==> src/rtl/sbseq_pkg.sv <==
package sbseq_pkg;

  typedef enum logic [2:0] {
    ERR_NONE    = 3'd0,
    ERR_NOSUP   = 3'd1,
    ERR_TIMEOUT = 3'd2,
    ERR_SIZE    = 3'd3,
    ERR_PROTO   = 3'd4,
    ERR_BUS     = 3'd5
  } err_e;

  typedef enum logic [2:0] {
    S_IDLE, S_REV, S_BANK, S_MSG, S_POLL_RD, S_POLL_WAIT, S_RSP, S_CLR
  } st_e;

  typedef struct packed {
    logic       bank;
    logic [7:0] tbyte;
  } thr_t;

  localparam logic       KIND_CPUID = 1'b0;
  localparam logic [7:0] CMD_CPUID  = 8'h91;
  localparam logic [7:0] CMD_MCA    = 8'h86;
  localparam logic [7:0] REV_NOSUP  = 8'h10;
  localparam logic [7:0] CLR_ALERT  = 8'h80;
  localparam int         RSP_LEN    = 10;
  localparam logic [7:0] RSP_COUNT  = 8'd9;

  // Thread index -> bank select plus shifted in-bank byte
  function automatic thr_t split_thread(input logic [15:0] t);
    thr_t r;
    r.bank  = (t > 16'd127);
    r.tbyte = r.bank ? 8'((t - 16'd128) << 1) : 8'(t << 1);
    return r;
  endfunction

  function automatic logic [3:0] msg_len(input logic kind);
    return (kind == KIND_CPUID) ? 4'd9 : 4'd8;
  endfunction

  function automatic logic [7:0] msg_byte(input logic kind, input logic [3:0] idx,
                                          input logic [7:0] tb, input logic [31:0] fn,
                                          input logic [7:0] ext);
    case (idx)
      4'd0:    return (kind == KIND_CPUID) ? 8'h08 : 8'h07;
      4'd1:    return 8'h08;
      4'd2:    return (kind == KIND_CPUID) ? CMD_CPUID : CMD_MCA;
      4'd3:    return tb;
      4'd4:    return fn[7:0];
      4'd5:    return fn[15:8];
      4'd6:    return fn[23:16];
      4'd7:    return fn[31:24];
      4'd8:    return ext;
      default: return 8'h00;
    endcase
  endfunction

endpackage

==> src/rtl/sbseq_timer.sv <==
module sbseq_timer #(
  parameter int POLL_CYC    = 100000,
  parameter int TIMEOUT_CYC = 400000000
) (
  input  logic clk,
  input  logic rst_n,
  input  logic restart,
  input  logic wait_en,
  output logic tick,
  output logic expired
);
  localparam int IW = (POLL_CYC < 2) ? 1 : $clog2(POLL_CYC + 1);
  localparam int EW = $clog2(TIMEOUT_CYC + 1);

  logic [IW-1:0] ivl_q;
  logic [EW-1:0] el_q;

  always_ff @(posedge clk or negedge rst_n) begin
    if (!rst_n) begin
      ivl_q <= '0;
      el_q  <= '0;
    end else begin
      ivl_q <= wait_en ? ivl_q + 1'b1 : '0;
      if (restart)                       el_q <= '0;
      else if (el_q < EW'(TIMEOUT_CYC))  el_q <= el_q + 1'b1;
    end
  end

  assign tick    = wait_en && (ivl_q == IW'(POLL_CYC - 1));
  assign expired = (el_q >= EW'(TIMEOUT_CYC));
endmodule

==> src/rtl/sbseq_msg.sv <==
module sbseq_msg
  import sbseq_pkg::*;
(
  input  logic        kind,
  input  logic [3:0]  idx,
  input  logic [7:0]  tbyte,
  input  logic [31:0] fn,
  input  logic [7:0]  ext,
  output logic [7:0]  mbyte,
  output logic        last
);
  assign mbyte = msg_byte(kind, idx, tbyte, fn, ext);
  assign last  = (idx == msg_len(kind) - 4'd1);
endmodule

==> src/rtl/sbseq_rsp.sv <==
module sbseq_rsp
  import sbseq_pkg::*;
(
  input  logic        clk,
  input  logic        rst_n,
  input  logic        cap,
  input  logic [3:0]  idx,
  input  logic [7:0]  din,
  output logic [7:0]  cnt_byte,
  output logic [7:0]  stat_byte,
  output logic [63:0] value
);
  logic [7:0] buf_q [RSP_LEN];

  always_ff @(posedge clk or negedge rst_n) begin
    if (!rst_n) begin
      for (int i = 0; i < RSP_LEN; i++) buf_q[i] <= '0;
    end else if (cap) begin
      buf_q[idx] <= din;
    end
  end

  assign cnt_byte  = buf_q[0];
  assign stat_byte = buf_q[1];

  for (genvar g = 0; g < 8; g++) begin : g_val
    assign value[8*g +: 8] = buf_q[g+2];
  end
endmodule

==> src/rtl/sb_cpuid_seq.sv <==
module sb_cpuid_seq
  import sbseq_pkg::*;
#(
  parameter int              ADDR_W      = 8,
  parameter int              POLL_CYC    = 100000,
  parameter int              TIMEOUT_CYC = 400000000,
  parameter logic [ADDR_W-1:0] REV_ADDR  = 8'h00,
  parameter logic [ADDR_W-1:0] STAT_ADDR = 8'h02,
  parameter logic [ADDR_W-1:0] BANK_ADDR = 8'h4B,
  parameter logic [ADDR_W-1:0] MSG_ADDR  = 8'h73
) (
  input  logic              clk,
  input  logic              rst_n,
  input  logic              req_valid,
  input  logic              req_kind,
  input  logic [63:0]       req_word,
  output logic              busy,
  output logic              done,
  output logic [63:0]       result,
  output logic [2:0]        err_code,
  output logic [7:0]        fw_code,
  output logic              rp_req,
  output logic              rp_we,
  output logic [ADDR_W-1:0] rp_addr,
  output logic [7:0]        rp_wdata,
  input  logic              rp_ack,
  input  logic [7:0]        rp_rdata,
  input  logic              rp_err
);
  st_e         state_q, state_d;
  logic [3:0]  idx_q, idx_d;
  logic        kind_q, rev_valid_q, done_q;
  logic [7:0]  rev_q, fw_q;
  logic [63:0] word_q, result_q;
  err_e        err_q;

  // named internal events
  logic        xfer, bus_fault, msg_last, poll_tick, poll_expired, poll_start;
  logic        fin, kind_eff;
  err_e        fin_err;
  logic [7:0]  fin_fw, msg_b, rsp_cnt, rsp_stat;
  logic [63:0] rsp_val, word_eff;
  thr_t        thr;

  assign xfer      = rp_req && rp_ack;
  assign bus_fault = xfer && rp_err;
  assign thr       = split_thread(word_q[47:32]);
  assign poll_start = (state_q == S_MSG) && xfer && msg_last;
  assign kind_eff  = (state_q == S_IDLE) ? req_kind : kind_q;
  assign word_eff  = (state_q == S_IDLE) ? req_word : word_q;

  sbseq_msg u_msg (
    .kind(kind_q), .idx(idx_q), .tbyte(thr.tbyte), .fn(word_q[31:0]),
    .ext(word_q[63:56]), .mbyte(msg_b), .last(msg_last)
  );

  sbseq_timer #(.POLL_CYC(POLL_CYC), .TIMEOUT_CYC(TIMEOUT_CYC)) u_timer (
    .clk(clk), .rst_n(rst_n), .restart(poll_start),
    .wait_en(state_q == S_POLL_WAIT), .tick(poll_tick), .expired(poll_expired)
  );

  sbseq_rsp u_rsp (
    .clk(clk), .rst_n(rst_n), .cap((state_q == S_RSP) && xfer && !rp_err),
    .idx(idx_q), .din(rp_rdata), .cnt_byte(rsp_cnt), .stat_byte(rsp_stat),
    .value(rsp_val)
  );

  // register port drive
  always_comb begin
    rp_req   = 1'b1;
    rp_we    = 1'b0;
    rp_addr  = STAT_ADDR;
    rp_wdata = 8'h00;
    case (state_q)
      S_REV:     rp_addr = REV_ADDR;
      S_BANK:    begin rp_we = 1'b1; rp_addr = BANK_ADDR; rp_wdata = {7'd0, thr.bank}; end
      S_MSG:     begin rp_we = 1'b1; rp_addr = MSG_ADDR + ADDR_W'(idx_q); rp_wdata = msg_b; end
      S_POLL_RD: rp_addr = STAT_ADDR;
      S_RSP:     rp_addr = MSG_ADDR + ADDR_W'(idx_q);
      S_CLR:     begin rp_we = 1'b1; rp_wdata = CLR_ALERT; end
      default:   rp_req = 1'b0;
    endcase
  end

  // sequencing
  always_comb begin
    state_d = state_q;
    idx_d   = idx_q;
    fin     = 1'b0;
    fin_err = ERR_NONE;
    fin_fw  = 8'h00;
    case (state_q)
      S_IDLE: if (req_valid) begin
        idx_d = '0;
        if (!rev_valid_q)            state_d = S_REV;
        else if (rev_q == REV_NOSUP) begin fin = 1'b1; fin_err = ERR_NOSUP; end
        else                         state_d = S_BANK;
      end
      S_REV: if (xfer) begin
        if (rp_rdata == REV_NOSUP) begin fin = 1'b1; fin_err = ERR_NOSUP; end
        else state_d = S_BANK;
      end
      S_BANK: if (xfer) state_d = S_MSG;
      S_MSG: if (xfer) begin
        if (msg_last) begin state_d = S_POLL_RD; idx_d = '0; end
        else idx_d = idx_q + 4'd1;
      end
      S_POLL_RD: if (xfer) begin
        if (rp_rdata[7])       begin state_d = S_RSP; idx_d = '0; end
        else if (poll_expired) begin fin = 1'b1; fin_err = ERR_TIMEOUT; end
        else                   state_d = S_POLL_WAIT;
      end
      S_POLL_WAIT: if (poll_tick) state_d = S_POLL_RD;
      S_RSP: if (xfer) begin
        if (idx_q == 4'(RSP_LEN - 1)) state_d = S_CLR;
        else idx_d = idx_q + 4'd1;
      end
      S_CLR: if (xfer) begin
        fin = 1'b1;
        if (rsp_cnt != RSP_COUNT)  fin_err = ERR_SIZE;
        else if (rsp_stat != 8'h0) begin fin_err = ERR_PROTO; fin_fw = rsp_stat; end
      end
      default: state_d = S_IDLE;
    endcase
    if (bus_fault) begin fin = 1'b1; fin_err = ERR_BUS; fin_fw = 8'h00; end
    if (fin) state_d = S_IDLE;
  end

  always_ff @(posedge clk or negedge rst_n) begin
    if (!rst_n) begin
      state_q     <= S_IDLE;
      idx_q       <= '0;
      kind_q      <= 1'b0;
      word_q      <= '0;
      rev_valid_q <= 1'b0;
      rev_q       <= '0;
      done_q      <= 1'b0;
      result_q    <= '0;
      err_q       <= ERR_NONE;
      fw_q        <= '0;
    end else begin
      state_q <= state_d;
      idx_q   <= idx_d;
      done_q  <= fin;
      if (state_q == S_IDLE && req_valid) begin
        kind_q <= req_kind;
        word_q <= req_word;
      end
      if (state_q == S_REV && xfer && !rp_err) begin
        rev_valid_q <= 1'b1;
        rev_q       <= rp_rdata;
      end
      if (fin) begin
        err_q <= fin_err;
        fw_q  <= fin_fw;
        if (fin_err == ERR_NONE)       result_q <= rsp_val;
        else if (kind_eff == KIND_CPUID) result_q <= '0;
        else                           result_q <= word_eff;
      end
    end
  end

  assign busy     = (state_q != S_IDLE);
  assign done     = done_q;
  assign result   = result_q;
  assign err_code = err_q;
  assign fw_code  = fw_q;
endmodule

==> config.mk <==
export PLATFORM = sky130hd
export DESIGN_NAME = sb_cpuid_seq
export DESIGN_NICKNAME = d
export VERILOG_FILES = /design/src/rtl/sbseq_pkg.sv /design/src/rtl/sbseq_timer.sv /design/src/rtl/sbseq_msg.sv /design/src/rtl/sbseq_rsp.sv /design/src/rtl/sb_cpuid_seq.sv
export SDC_FILE = /design/constraint.sdc
export NUM_CORES = 1
export LEC_CHECK = 0
export ABC_AREA = 1
export CAP_MARGIN = 20
export CORE_MARGIN = 2
export CORE_UTILIZATION = 50
export CTS_CLUSTER_SIZE = 28
export DETAILED_ROUTE_END_ITERATION = 10
export GPL_TIMING_DRIVEN = 0
export PLACE_DENSITY = 0.81
export SYNTH_ARGS = -nofsm -noshare
export SYNTH_HDL_FRONTEND = slang
export SYNTH_SLANG_ARGS = --single-unit
export TNS_END_PERCENT = 10
==> constraint.sdc <==
create_clock -name clk -period 2.1 [get_ports clk]
set_input_delay 0.315 -clock clk [delete_from_list [all_inputs] [get_ports clk]]
set_output_delay 0.315 -clock clk [all_outputs]
set_load 0.1 [all_outputs]
# Word-level counts from Yosys, hierarchy flattened
# Cells that the tools add are included.
# word_totals
ff_bits,283
latchBits,0
ram_bits,0
rom_bits,0
input_bits,78
wordCells,170
n_memories,0
# op_classes
addsub,6
multipliers,0
n_div,0
n_lt_le_gt_ge,5
n_eq_ne,39
n_shift,0
n_mux,72
bitwise_logic,1
n_reduce_logical,25
# op_table
cell,n
$mux 64,3
$bwmux 80,1
$pmux 8 s9,1
$mux 29,2
$mux 3,19
$mux 8,7
$pmux 8 s3,2
$demux 8 s4,1
$mux 4,8
$add 29x1->29 const B,1
$ge 29x29->1 const B,1
$lt 29x29->1 const B,1
$ne 3x3->1 const B,9
$pmux 3 s7,1
$mux 1,19
$add 17x1->17 const B,1
$eq 17x17->1 const B,1
$mux 17,1
$eq 4x3->1 const B,4
$eq 8x5->1 const B,2
$gt 16x7->1 const B,1
$pmux 4 s4,1
$reduce_bool 8->1,2
$reduce_and 13->1,1
33 further kinds,58

# Depth between registers and ports, before layout
# Gate-level depths: netlist (run 1).
# logic_depth
ltp_word,9
ltp_mapped,13
depth_no_buf,12

# Cells and area by module
# Synthesis (run 1) repeated with hierarchy kept, for this count alone.
# unflattened
hier_cells,2195
hier_area_um2,15620.0
# modules_own_cells
module,instances,cells_per_inst,area_per_inst_um2
sb_cpuid_seq,1,1240,8708.4
sbseq_rsp,1,378,3329.4
sbseq_timer,1,445,2987.9
sbseq_msg,1,132,594.3

# Least setup slack after synthesis (run 1)
# Ideal clock, no wire load.
# synth_timing
path_type,register -> output
startpoint,register state_q[1]
endpoint,output port rp_addr[6]
arrival_time_ps,3093
required_time_ps,1785
setup_slack_ps,-1308
stages_incl_launch_ff,8
path_cell_list,dfrtp_1 buf_4 nand2_2 inv_1 nand2_2 nand2_1 inv_1 o21ai_0
# synth_via
elab_chain_len,3
word_cells_on_any_way,6
classes_between,eq/ne: 4; mux: 1; reduce/logical: 1
# synth_rtl
item,line_no,source
"start, declared",sb_cpuid_seq.sv:30,"st_e state_q, state_d;"
"start signal, assigned",sb_cpuid_seq.sv:142,state_q <= state_d;
$eq 3x2->1 / $eq 3x3->1 (equally long branches),sb_cpuid_seq.sv:74,case (state_q)
$reduce_or 2->1 (no source line),--,
$pmux 8 s3 *,sb_cpuid_seq.sv:74,
"end, declared",sb_cpuid_seq.sv:24,"output logic [ADDR_W-1:0] rp_addr,"
# Every way passes the cells marked *; elsewhere a longest branch is shown, timed or not.

# Worst setup path in the final report (run 1)
# layout_timing
startpoint,register idx_q[1]
endpoint,output port rp_wdata[3]
# layout_via
elab_chain_len,3
word_cells_on_any_way,11
classes_between,eq/ne: 8; mux: 2; reduce/logical: 1
# layout_rtl
item,line_no,source
"start, declared",sb_cpuid_seq.sv:31,"logic [3:0] idx_q, idx_d;"
"start signal, assigned",sb_cpuid_seq.sv:143,idx_q <= idx_d;
$eq 4x4->1 (tied with other cells),sbseq_pkg.sv:44,case (idx)
$pmux 8 s9 *,sbseq_pkg.sv:44,
$pmux 8 s3 *,sb_cpuid_seq.sv:74,
"end, declared",sb_cpuid_seq.sv:25,"output logic [7:0] rp_wdata,"
# Marked as above.

==> results.json, run 1 <==
{
  "multi_input_area_mm2": 0.00740,
  "finalSetupTns_ns": -25.77,
  "synth_xor_xnor_area_share_pct": 1.13,
  "crit_fanout": 8,
  "grt_pass1_wl_um": 74600,
  "synthSimpleGateAreaFrac_pct": 30.0,
  "async_flop_share_pct": 100,
  "gp_congestion": 0.926,
  "pin_count": 173,
  "fin_area_mm2": 0.0207,
  "cp.required_ns": 1.78,
  "start_kind": "register",
  "die_width_um": 176,
  "synth_flop_cell": "dfrtp_1",
  "antennaDiodeCount": 0,
  "portBuffers": 172,
  "p_seq_share_pct": 46.8,
  "r2r_cells": 13,
  "synth-edff-count": 0,
  "hp-class": "in2async",
  "cts.clk_slew.worst_paths_ns": 0.06,
  "rows": 62,
  "htreeDepth": 1,
  "p_leak_nw": 9.97,
  "cts_tree": "done",
  "cp_common_cell": "buf_12",
  "syn_area_mm2": 0.0147,
  "clock_power_share_pct": 47.6,
  "finClkSkew_ns": 0.0122,
  "use_met3_pct": 5.15,
  "critical-path-max-stage-delay_ns": 0.51,
  "crit_type": "reg2out",
  "mostFrequentLayoutCell": "nand2_1",
  "track_usage_pct": 30.5,
  "cap_violations": 0,
  "fin_ws_ns": -0.682,
  "critical_path_arrival_ns": 2.47,
  "p_comb_share_pct": 5.5,
  "final_cell_mix": "nand2_1 (599), dfrtp_1 (279), o21ai_0 (247), inv_1 (198), nand3_1 (84)",
  "powerDensity_mw_per_mm2": 579,
  "ctsRootBufferMaster": "clkbuf_16",
  "netlist_instances": 1967,
  "fp.dieH_um": 176,
  "wl_um": 54600,
  "fin_crit_sh_pct": 132,
  "violations": "negative setup slack",
  "fp.dieArea_mm2": 0.0309,
  "ys_ff_latch": 283,
  "top_usage_layer": "met2",
  "nNetsFinal": 2366,
  "cts_made_buffers": 31,
  "synth_cell_types": 42,
  "avgSynthCellArea_um2": 7.50,
  "ctsLongestPathBuffers": 3,
  "power.internal_w": 0.00916,
  "finalHoldWorstSlack_ns": 0.279,
  "wl_per_cell_um": 20.3,
  "placed_cell_area_mm2": 0.0171,
  "fillers": 2011,
  "vias": 15900,
  "power_switching_w": 0.00281,
  "core_region_area_mm2": 0.0289,
  "slowest_stage": "a221oi_4",
  "reg2reg_to": "result[12]",
  "first_pass_iters": 10,
  "yosys.area_share.adder_pct": 0.764,
  "reg2reg_slack_ns": -0.30,
  "dp_hpwl_um": 32600,
  "met2_usage_pct": 48.3,
  "drtIter0Drc": 2476,
  "gr-total-overflow": 0,
  "outcome": "finished with violations",
  "drc": 0,
  "finalSetupViolCount": 176,
  "ant_nets": 0,
  "grt_max_degree": 125,
  "vias_per_cell": 5.92,
  "grt_antenna_before_repair": 0,
  "relSlewSlack_pct": 36.5,
  "grt_pass1_vias": 14000,
  "synth_compound_area_share_pct": 10.7,
  "synth_top_family_by_area": "simple AND/OR/NAND/NOR gates",
  "finalHoldViolations": 0,
  "p_sw_share_pct": 23.5,
  "yosysWarnings": 0,
  "period_needed_ns": 2.78,
  "regArea_mm2": 0.00709,
  "synth.net_count": 2054,
  "drive_gt1_share_pct": 22.3,
  "worstPathCellList": "ha_4 > nand2_2 > nor2_4 > buf_12 > a221oi_4 > a31oi_4 > buf_12",
  "grtUsageMet1_pct": 41.3,
  "timing.rr.start": "state_q[0]",
  "clock-sinks": 283,
  "max_freq_mhz": 359,
  "worstMarginPinSlew_ns": 0.956,
  "ir_drop_v": 0.000732,
  "insertion_delay_ns": 0.59,
  "worst_setup_path_end_kind": "primary output",
  "rsz0062_at_grt": "true",
  "yosysSeqAreaShare_pct": 48.0,
  "start_util_pct": 51.1,
  "synthMuxAreaShare_pct": 0,
  "slew_violations": 0,
  "area_delta_synth_final_pct": 40.3
}
==> kinds of logic (layout without fill, tap and decap cells) <==
family                     count (synthesis)  in the layout
xor gates and xnor gates                  19             19
adders and majority gates                  9              9
buffers and inverters                    323            657
and+or+nand+nor                         1033           1034
AOI/OAI and AO/OA                        300            301
DFF                                      283            283
==> worst max-delay path: cells and delay by family, from the launching register on <==
family	cells	cell delay [ns]
fa+ha+maj	1	0.21
flops	1	0.47
compound gates	2	0.69
simple gates	2	0.16
buf+inv	2	0.34
==> cells in the mapped netlist (7+ instances only) <==
cell type	instances	area share, %
ha_1	9	0.76
buf_2	28	0.95
buf_4	16	0.81
nor2_1	92	2.3
dfrtp_1	283	48
nand2_1	679	17
xor2_1	19	1.1
o21ai_0	253	8.6
buf_6	10	0.76
clkbuf_1	48	1.2
nor3_1	34	1.2
a21oi_1	17	0.58
inv_1	207	5.3
nand3_1	117	4.0
nand4_1	77	3.3
a31oi_1	7	0.30
==> power groups by stage <==
stage	clock network, W	registers [W]	logic, W
finish	0.00570	0.00561	0.000660
global route	0.00594	0.00560	0.000712
CTS	0.00569	0.00559	0.000578
global placement	0	0.00569	0.000540
detailed placement	0	0.00568	0.000563
floorplan	0	0.00565	0.000190
==> stage by stage <==
stage	total power [W]	utilization, %	std cells	setup slack (ns)
after floorplan	0.00585	-	1967	-0.235
after detailed placement	0.00624	59.4	2525	-1.17
after global placement	0.00623	59.2	2523	-11.27
after CTS	0.0119	66.2	2616	-0.464
final	0.0120	71.7	2687	-0.682
after global routing	0.0123	71.7	2687	-0.721
==> flip-flops by register name, summed over array words and instances (netlist names) <==
register         cells
rev_q                8
rev_valid_q          1
state_q              3
word_q              64
result              64
u_timer.el_q        29
u_timer.ivl_q       17
err_code             3
u_rsp.value         64
u_rsp.cnt_byte       8
done                 1
idx_q                4
u_rsp.stat_byte      8
fw_code              8
kind_q               1
==> routing by layer <==
metal	routed length, um	vias to the layer above
met3	5980	317
met1	20600	7456
met2	24200	1159
met4	3840	0
li1	-	6975
met5	0	-
==> worst max-delay path by stage <==
stage	start	to	slack (ns)	cells after the start
after global placement	rst_n	word_q[50]	-11.27	1
after detailed placement	state_q[0]	busy	-1.17	6
after CTS	idx_q[1]	rp_wdata[2]	-0.46	9
final	idx_q[1]	rp_wdata[3]	-0.68	7
after global routing	idx_q[0]	rp_wdata[3]	-0.72	8
after floorplan	state_q[1]	rp_addr[2]	-0.23	7
==> cell type report <==
class                   count  area share (%)
multi-input cells        1363            35.8
flip-flops and latches    283            34.3
repair buffers            277            14.2
clock buffers              49            4.47
inverters                 219            4.39
plain buffers             102            3.83
well taps                 384            2.32
clock inverters             8           0.647
repair inverters            2           0.103
==> repair_timing <==
action	4_1_cts	5_1_grt
pin swaps	25	78
hold buffers	1	0
buffers inserted	32	58
gates resized for setup	441	335
endpoints found under the hold margin	82	0
setup endpoints to repair	248	310
gates cloned	1	17
Power figures use the tool's default switching activity.
==> inputs of run 2 (changes only) <==
CORE_MARGIN = not set   (was 2)
DONT_BUFFER_PORTS = 1   (was not set)
PLACE_DENSITY = 0.73   (was 0.81)
==> results.json, run 2 (synthesized netlist as in run 1, its figures left out) <==
{
  "outcome": "finished with violations",
  "violations": "negative hold slack, negative setup slack",
  "fin_area_mm2": 0.0193,
  "slew_violations": 0,
  "grt_antenna_before_repair": 3,
  "track_usage_pct": 32.0,
  "dpl.cell_count": 2352,
  "critical_path_arrival_ns": 2.60,
  "drtIter0Drc": 1703,
  "htreeDepth": 1,
  "worst_setup_path_end_kind": "primary output",
  "finClkSkew_ns": 0.0150,
  "dp_hpwl_um": 31500,
  "grt_max_degree": 284,
  "insertion_delay_ns": 0.58,
  "post-route-util_pct": 66.7,
  "mostFrequentLayoutCell": "nand2_1",
  "gr-total-overflow": 0,
  "gp_congestion": 0.946,
  "worstMarginPinSlew_ns": 1.01,
  "finalSetupTns_ns": -21.57,
  "cap_violations": 0,
  "crit_buf_inv": 1,
  "vias": 14800,
  "slowest_stage": "a41oi_4",
  "hp-class": "in2async",
  "cp_top_family": "compound AO/OA/AOI/OAI gates",
  "drive_gt1_share_pct": 19.1,
  "grt_pass1_wl_um": 76400,
  "ir_drop_v": 0.000614,
  "fin_ws_ns": -0.811,
  "clock-sinks": 283,
  "drc": 0,
  "ant_nets": 0,
  "start_util_pct": 51.1,
  "max_freq_mhz": 344,
  "p_leak_nw": 9.33,
  "fp.dieArea_mm2": 0.0302,
  "finalSetupViolCount": 118,
  "worstPathCellList": "inv_4 > ha_4 > nand2_2 > nor2_4 > a211oi_4 > a41oi_4",
  "period_needed_ns": 2.91,
  "rsz0062_at_grt": "true",
  "fp.dieH_um": 174,
  "cts_made_buffers": 31,
  "critPathLaunch": "idx_q[0]",
  "wl_um": 51300,
  "first_pass_iters": 8,
  "grt_pass1_vias": 14200,
  "crit_type": "reg2out",
  "cts_tree": "done",
  "cp.required_ns": 1.78,
  "nNetsFinal": 2252,
  "core_region_area_mm2": 0.0289,
  "critical-path-max-stage-delay_ns": 0.78,
  "rows": 62,
  "start_kind": "register",
  "fin_crit_sh_pct": 139,
  "powerDensity_mw_per_mm2": 641,
  "area_delta_synth_final_pct": 30.6,
  "wl_per_cell_um": 19.9,
  "die_width_um": 174,
  "crit_fanout": 3,
  "ctsRootBufferMaster": "clkbuf_16",
  "placed_cell_area_mm2": 0.0154,
  "final_cell_mix": "nand2_1 (624), dfrtp_1 (279), o21ai_0 (247), inv_1 (199), nand3_1 (84)",
  "portBuffers": 0,
  "relSlewSlack_pct": 32.6,
  "finalHoldWorstSlack_ns": -0.566,
  "pin_count": 173,
  "cts.clk_slew.worst_paths_ns": 0.07,
  "ctsLongestPathBuffers": 3,
  "instances_no_fill": 2577,
  "cts_hold_buf": 70,
  "finalHoldViolations": 285,
  "vias_per_cell": 5.76,
  "timing.rr.start": "state_q[2]"
}
## run 2: changes by cell type in the layout (fill, tap and decap cells not counted), moves of 9 or more
cell	delta
buf_12	-26
buf_6	+9
buf_8	-14
clkbuf_1	-11
clkbuf_2	-37
clkdlybuf4s15_1	-17
clkdlybuf4s15_2	-20
clkdlybuf4s50_1	-76
dlygate4sd3_1	+69
nand2_1	+25
nand2_2	-15
nand2_4	-11
## run 2: area by class of cell
type | count | area [um^2]
inverter | 219 | 886
fill | 2192 | 9600
antenna | 3 | 7.51
clock inverter | 23 | 358
multi-input combinational | 1362 | 7300
timing repair inverter | 2 | 10.0
buffer | 104 | 761
tap | 384 | 480
timing repair buffer | 162 | 1550
sequential | 283 | 7090
clock buffer | 35 | 821
## run 2: final timing paths
path | to | slack, ns | cells after the start
max | rp_wdata[4] | -0.81 | 6
max reg2reg | result[4] | -0.25 | 14
min in group clk | word_q[4] | 0 | 2
min reg2reg | u_timer.ivl_q[0] | 0.47 | 1
min | u_timer.el_q[12] | -0.57 | 0
max in group asynchronous | word_q[49] | 2.27 | 0
## run 2: what timing repair did
item	in CTS	in global routing
setup endpoints to repair	184	223
pin swaps	46	56
resized for setup	189	159
setup buffers	51	37
gates cloned	5	2
hold endpoints to repair	353	283
## run 2: where the power goes
group | switching (W) | internal, W
Sequential | 0.0000853 | 0.00552
Combinational | 0.000250 | 0.000175
Clock | 0.00240 | 0.00392
Total | 0.00273 | 0.00961
## run 2: stage by stage
step | total power, W | setup WS (ns)
after floorplan | 0.00585 | -0.235
after global placement | 0.00596 | -0.804
after detailed placement | 0.00596 | -0.829
after CTS | 0.0123 | -0.599
after global routing | 0.0126 | -0.855
final | 0.0123 | -0.811
## run 2: metal layers
layer  global-route usage [%]  part of all wire [%]
met4                     15.9                   6.1
met5                        0                 0.025
met1                     41.3                    39
met3                     6.62                    11
met2                     51.0                    45
